## config.mk

```make
export PLATFORM = sky130hd
export DESIGN_NAME = period_capture_top
export DESIGN_NICKNAME = d
export VERILOG_FILES = /design/src/rtl/prd_pkg.sv /design/src/rtl/prd_refcnt.sv /design/src/rtl/prd_filter.sv /design/src/rtl/prd_stepper.sv /design/src/rtl/period_capture_top.sv
export SDC_FILE = /design/constraint.sdc
export NUM_CORES = 1
export LEC_CHECK = 0
export ABC_AREA = 0
export BUFFER_PORTS_ARGS = -buffer_cell sky130_fd_sc_hd__buf_2
export CAP_MARGIN = 20
export CORE_MARGIN = 10
export CORE_UTILIZATION = 34
export CTS_CLUSTER_DIAMETER = 200
export DETAILED_ROUTE_END_ITERATION = 12
export SETUP_SLACK_MARGIN = 0.5
export SLEW_MARGIN = 20
export SYNTH_ARGS = -nofsm -noshare
export SYNTH_HDL_FRONTEND = slang
export SYNTH_SLANG_ARGS = --single-unit
```

## constraint.sdc

```tcl
create_clock -name clk_i -period 3.6 [get_ports clk_i]
set_input_delay 0.72 -clock clk_i [delete_from_list [all_inputs] [get_ports clk_i]]
set_output_delay 0.72 -clock clk_i [all_outputs]
set_load 0.005 [all_outputs]
```

## src/rtl/prd_pkg.sv

```systemverilog
package prd_pkg;
    localparam int unsigned TS_W = 32;

    typedef enum logic [1:0] {
        STEP_WAIT_START = 2'd0,
        STEP_WAIT_STOP  = 2'd1,
        STEP_DONE       = 2'd2,
        STEP_SPARE      = 2'd3
    } step_e;
endpackage

```

## src/rtl/prd_refcnt.sv

```systemverilog
module prd_refcnt #(
    parameter int unsigned    CNT_W    = 32,
    parameter logic [CNT_W-1:0] CNT_INIT = '0
) (
    input  logic             clk_i,
    input  logic             rst_ni,
    output logic [CNT_W-1:0] cnt_o
);
    typedef struct packed {
        logic [CNT_W-1:0] cnt;
    } cnt_st_t;

    cnt_st_t st_d, st_q;

    always_comb begin
        st_d     = st_q;
        st_d.cnt = st_q.cnt + CNT_W'(1);
    end

    always_ff @(posedge clk_i) begin
        if (!rst_ni) st_q.cnt <= CNT_INIT;
        else         st_q     <= st_d;
    end

    assign cnt_o = st_q.cnt;
endmodule

```

## src/rtl/prd_filter.sv

```systemverilog
module prd_filter #(
    parameter int unsigned SYNC_STAGES = 2,
    parameter int unsigned DIV_RATE    = 4,
    parameter int unsigned FILT_LEN    = 2
) (
    input  logic clk_i,
    input  logic rst_ni,
    input  logic sig_i,
    output logic rise_o
);
    localparam int unsigned PRE_W = (DIV_RATE > 1) ? $clog2(DIV_RATE) : 1;
    localparam logic [PRE_W-1:0] PRE_LAST = PRE_W'(DIV_RATE - 1);

    typedef struct packed {
        logic [SYNC_STAGES-1:0] sync;
        logic [PRE_W-1:0]       pre;
        logic [FILT_LEN-1:0]    hist;
        logic                   level;
        logic                   rise;
    } filt_st_t;

    filt_st_t st_d, st_q;
    logic     tick;
    logic     samp;

    generate
        if (SYNC_STAGES == 1) begin : g_sync1
            always_comb st_d_sync_next = sig_i;
        end
    endgenerate

    logic [SYNC_STAGES-1:0] st_d_sync_next;
    generate
        if (SYNC_STAGES > 1) begin : g_syncn
            always_comb st_d_sync_next = {st_q.sync[SYNC_STAGES-2:0], sig_i};
        end
    endgenerate

    assign samp = st_q.sync[SYNC_STAGES-1];
    assign tick = (st_q.pre == PRE_LAST);

    always_comb begin
        st_d      = st_q;
        st_d.sync = st_d_sync_next;
        st_d.rise = 1'b0;
        st_d.pre  = tick ? '0 : st_q.pre + PRE_W'(1);
        if (tick) begin
            st_d.hist = {st_q.hist[FILT_LEN-2:0], samp};
            if (&st_d.hist) begin
                st_d.level = 1'b1;
                st_d.rise  = !st_q.level;
            end else if (~|st_d.hist) begin
                st_d.level = 1'b0;
            end
        end
    end

    always_ff @(posedge clk_i) begin
        if (!rst_ni) st_q <= '0;
        else         st_q <= st_d;
    end

    assign rise_o = st_q.rise;
endmodule

```

## src/rtl/prd_stepper.sv

```systemverilog
module prd_stepper
    import prd_pkg::*;
#(
    parameter int unsigned CNT_W = 32
) (
    input  logic             clk_i,
    input  logic             rst_ni,
    input  logic             arm_i,
    input  logic             rise_i,
    input  logic [CNT_W-1:0] cnt_i,
    output logic [CNT_W-1:0] start_o,
    output logic [CNT_W-1:0] stop_o,
    output logic [CNT_W-1:0] elapsed_o,
    output logic             done_o
);
    typedef struct packed {
        step_e            step;
        logic             cap_en;
        logic [CNT_W-1:0] start;
        logic [CNT_W-1:0] stop;
        logic [CNT_W-1:0] elapsed;
        logic             done;
    } step_st_t;

    step_st_t st_d, st_q;

    always_comb begin
        st_d = st_q;
        if (arm_i) begin
            st_d.step   = STEP_WAIT_START;
            st_d.cap_en = 1'b1;
            st_d.done   = 1'b0;
        end else if (rise_i && st_q.cap_en) begin
            unique case (st_q.step)
                STEP_WAIT_START: begin
                    st_d.start = cnt_i;
                    st_d.step  = STEP_WAIT_STOP;
                end
                STEP_WAIT_STOP: begin
                    st_d.stop    = cnt_i;
                    st_d.elapsed = cnt_i - st_q.start;
                    st_d.cap_en  = 1'b0;
                    st_d.done    = 1'b1;
                    st_d.step    = STEP_DONE;
                end
                default: begin
                    st_d.cap_en = 1'b0;
                    st_d.step   = STEP_WAIT_START;
                end
            endcase
        end
    end

    always_ff @(posedge clk_i) begin
        if (!rst_ni) st_q <= '0;
        else         st_q <= st_d;
    end

    assign start_o   = st_q.start;
    assign stop_o    = st_q.stop;
    assign elapsed_o = st_q.elapsed;
    assign done_o    = st_q.done;
endmodule

```

## src/rtl/period_capture_top.sv

```systemverilog
module period_capture_top
    import prd_pkg::*;
#(
    parameter int unsigned      CNT_W       = TS_W,
    parameter logic [CNT_W-1:0] CNT_INIT    = '0,
    parameter int unsigned      SYNC_STAGES = 2,
    parameter int unsigned      DIV_RATE    = 4,
    parameter int unsigned      FILT_LEN    = 2
) (
    input  logic             clk_i,
    input  logic             rst_ni,
    input  logic             arm_i,
    input  logic             sig_i,
    output logic [CNT_W-1:0] start_stamp_o,
    output logic [CNT_W-1:0] stop_stamp_o,
    output logic [CNT_W-1:0] elapsed_o,
    output logic             done_o
);
    logic [CNT_W-1:0] ref_cnt;
    logic             rise;

    prd_refcnt #(
        .CNT_W    (CNT_W),
        .CNT_INIT (CNT_INIT)
    ) u_refcnt (
        .clk_i  (clk_i),
        .rst_ni (rst_ni),
        .cnt_o  (ref_cnt)
    );

    prd_filter #(
        .SYNC_STAGES (SYNC_STAGES),
        .DIV_RATE    (DIV_RATE),
        .FILT_LEN    (FILT_LEN)
    ) u_filter (
        .clk_i  (clk_i),
        .rst_ni (rst_ni),
        .sig_i  (sig_i),
        .rise_o (rise)
    );

    prd_stepper #(
        .CNT_W (CNT_W)
    ) u_stepper (
        .clk_i     (clk_i),
        .rst_ni    (rst_ni),
        .arm_i     (arm_i),
        .rise_i    (rise),
        .cnt_i     (ref_cnt),
        .start_o   (start_stamp_o),
        .stop_o    (stop_stamp_o),
        .elapsed_o (elapsed_o),
        .done_o    (done_o)
    );
endmodule

```

==> results <==
- Before CTS, the worst setup slack after placement is 0.598 ns.
- The post-route total power is 3.51 mW.
- The mapped netlist covers 7920 µm².
- The insertion delay to the later sink of the worst-skew pair is 0.43 ns.
- The number of instances in the synthesized netlist is 994.
- The core area is 22,800 µm².
- The largest total area in the synthesized netlist belongs to dfxtp_1.
- The share of synthesized area in the top cell type comes to 0.351.
- The maximum level of the CTS H-tree is 4.
- STA classifies the critical path endpoint as a flip-flop.
- The top flip-flop cell by instance count after synthesis is dfxtp_1.
- The multi-input combinational cell area is 4090 µm².
- The die is 173 µm wide.
- Setup repair after global routing left no endpoint under its margin.
- The post-detailed-placement half-perimeter wirelength is 14,700 µm.
- The total leakage power is 3.66 nW.
- The number of antenna violations at the first check in global routing is 0.
- The post-CTS setup buffer count is 0.
- The flow ran to the end, and the final reports show no timing, DRC or antenna violations.
- The routed design has 20,200 µm of wire.
- In the final design database the tool counted 1,015 nets.
- Summing all non-filler instances in the final layout gives an area of 8590 µm².
- The number of buffers inserted during clock tree synthesis is 17.
- The minimum setup slack in the final design is 0.620 ns.
- The first-pass GRT wire length is 33,400 µm.
- The area of all sequential standard cells is 2780 µm².
- The via count of the first global-routing pass is 6,171.
- For the pin with the worst max-slew slack, the measured transition is 0.699 ns.
- The layout has 2,398 filler cells.
- After synthesis, the netlist uses 59 different library cells.
- In this run the core area contains 55 standard-cell rows.
- The post-synth net total is 1,033.
- 101 I/O pins were placed.
- Buffers inserted to repair hold after CTS numbered 0.
- 0 antenna diodes ended up in the layout.
- For the worst setup path, the data required time is 3.91 ns.
- Dividing the final minimum period by the clock period gives 0.828.
- After clock tree synthesis, the clock-pin slew on the worst setup and hold paths is 0.06 ns.
- A synthesized cell averages 7.97 µm².
- The first-iteration detailed-routing DRC count is 334.
- The share of layout cells above drive strength 1 is 0.151.
- For this run, asynchronously set or reset flops after synthesis account for 0.
- The clock passes through at most 2 buffers.
- The data arrival time of the critical path is 3.29 ns.
- Dividing the detail-routed wire length by the instance count gives 15.5 µm.
- The die covers 29,800 µm².
- The most common cell after layout, fill and taps aside is nand2_1.
- Yosys attributes the largest share of cell area to dfxtp_1, nand2_1, buf_4, a21boi_1, ha_1.
- The achievable frequency is 336 MHz.
- The startpoint identified for the worst register-to-register timing path is u_refcnt.cnt_o[0]$_SDFF_PN0_.
- Setup violations remaining at the end of the flow were counted as 0.
- Counting flops and latches in the post-synthesis netlist gives 139.
- The root buffer selected by CTS is clkbuf_16.
- Dividing total power by cell area gives a power density of 409 nW/µm².
- The number of max-slew violations in the final report is 0.
- The sequential element share of the synthesized area is 0.351.
- In this run the tool buffered the top-level ports with 100 buffer cells.
- The register-to-register path setup slack is 0.62 ns.
- Entering global routing, the biggest net connects 70 pins.
- The time the final worst path needs with I/O delays and setup is 2.98 ns.
- Summed over all layers, the global routing overflow is 0.
- Compared with the post-synthesis result, the final layout area differs by 8.49%.
- The detail route stage leaves a number of antenna-violating nets equal to 0.
- The worst setup path endpoint is u_stepper.elapsed_o[30]$_SDFFE_PN0P_.
- The congestion estimate from routability-driven global placement came to 0.851.
- The max-cap check violation count is 0.
- Measured against its own limit, the worst slew margin works out to 0.534.
- The placed instances occupy a cell area of 7980 µm².
- The sum of negative setup slack is 0 ns.
- During synthesis, Yosys emitted a total of 0 warnings.
- Final hold analysis gives a worst-case slack of 0.423 ns.
- TritonCTS built the clock tree.
- Leaving out fill and tap cells, the most frequent cells in the layout are nand2_1, dfxtp_1, buf_2.
- Post-CTS repair changed the size of 0 cells.
- The worst register-to-register path has a depth of 11.
- Of all nets on the critical path, the largest fanout is 7.
- The total clock sinks is 139.
- The worst hold-check path type is flip-flop to flip-flop.
- The critical path class is flip-flop to flip-flop.
- The final count of hold timing violations is 0.
- The critical path startpoint category is a flip-flop.
- For this run, the total global-route usage over all layers was measured as 0.136.
- The total via count in the routed design is 6,326.
- The DRC violations left is 0.
- The starting utilization of the core area is 0.348.
- The post-route clock skew is 0.0113 ns.
- Using the TritonRoute via totals, the vias-per-cell ratio works out to 4.86.
- The die is 173 µm tall.
- In this run, synthesis inferred 0 flip-flops with an integrated enable.
- The source of the critical timing path is u_refcnt.cnt_o[0]$_SDFF_PN0_.
- The endpoint of the lowest-slack register-to-register path is u_stepper.elapsed_o[30]$_SDFFE_PN0P_.
- The detailed-router iteration count before antenna repair is 7.
- The worst IR drop on VDD is 0.227 mV.
-- registers in the layout (all words and copies together) (netlist names) --
register,cells
u_filter.samp,1
u_refcnt.cnt_o,32
u_stepper.stop_o,32
u_stepper.elapsed_o,32
u_stepper.st_q,3
u_filter.st_d,1
u_stepper.done_o,1
u_stepper.start_o,32
u_filter.rise_o,1
u_filter.st_q,4
-- where the power goes --
part	total, mW	switching [mW]	internal (mW)
clock network	1.81	0.683	1.13
registers	1.55	0.00809	1.55
logic	0.150	0.0856	0.0639
-- synthesized netlist by cell type, types with 3 or more instances --
library cell	count
nand4_1	13
xor2_1	13
o21ai_0	16
and2_1	37
nand3_1	32
o31ai_1	3
and4_1	3
mux2i_1	3
nand2_1	197
a31oi_1	9
buf_2	3
a21o_1	8
nor3_1	11
xnor2_1	34
nor2_1	28
o21bai_1	5
nor2b_1	11
a21boi_1	73
nand2b_1	4
inv_1	40
o211a_1	5
a21boi_0	5
a21oi_1	39
nor4_1	3
buf_4	97
o21ai_1	24
o21a_1	8
or3_1	8
clkbuf_1	44
dfxtp_1	139
ha_1	34
and3_1	6
o211ai_1	6
-- layout make-up --
type	instances	area share
inverter	41	0.0179
clock inverter	10	0.0165
timing repair buffer	107	0.0661
multi-input combinational	670	0.476
sequential	139	0.324
tap	313	0.0456
clock buffer	22	0.0540
-- worst max-delay path: stages, from the launching register on --
cell     delay (ns)
dfxtp_2        0.40
inv_2          0.05
ha_1           0.20
fa_1           0.45
nor2b_4        0.15
o31ai_2        0.10
a21oi_2        0.15
a31oi_1        0.14
o31a_1         0.39
or4_1          0.54
a32oi_1        0.22
nand2_1        0.07
-- how the worst min path moves through the flow --
stage	startpoint	endpoint	slack (ns)	cells past startpoint
after floorplan	u_filter.st_q[1]$_SDFFE_PN0P_	u_filter.rise_o$_SDFF_PN0_	0.40	1
after global placement	u_filter.st_q[1]$_SDFFE_PN0P_	u_filter.rise_o$_SDFF_PN0_	0.40	1
after detailed placement	u_filter.st_q[1]$_SDFFE_PN0P_	u_filter.rise_o$_SDFF_PN0_	0.41	1
after CTS	u_filter.st_q[1]$_SDFFE_PN0P_	u_filter.rise_o$_SDFF_PN0_	0.43	1
after global routing	u_filter.st_q[1]$_SDFFE_PN0P_	u_filter.rise_o$_SDFF_PN0_	0.45	1
final	u_filter.st_q[1]$_SDFFE_PN0P_	u_filter.rise_o$_SDFF_PN0_	0.42	1
-- per-stage QoR --
stage,util,cells
2_1_floorplan,-,994
3_3_place_gp,0.350,1270
3_5_place_dp,0.350,1270
4_1_cts,0.377,1302
5_1_grt,0.377,1302
6_report,0.377,1302
-- layer usage --
metal | track usage | routed length (µm)
met3 | 0.0399 | 1050
met4 | 0.0457 | 282
met1 | 0.178 | 9900
met5 | 0 | 0
met2 | 0.210 | 8930
-- cells by family after synthesis --
kind of cell	after synthesis	synth area share
fa+ha+maj	35	0.0563
xor+xnor	47	0.0520
simple gates	367	0.216
compound gates	218	0.186
buf+inv	185	0.134
flops	139	0.351
mux	3	0.00379
(Power assumes the default switching activity.)
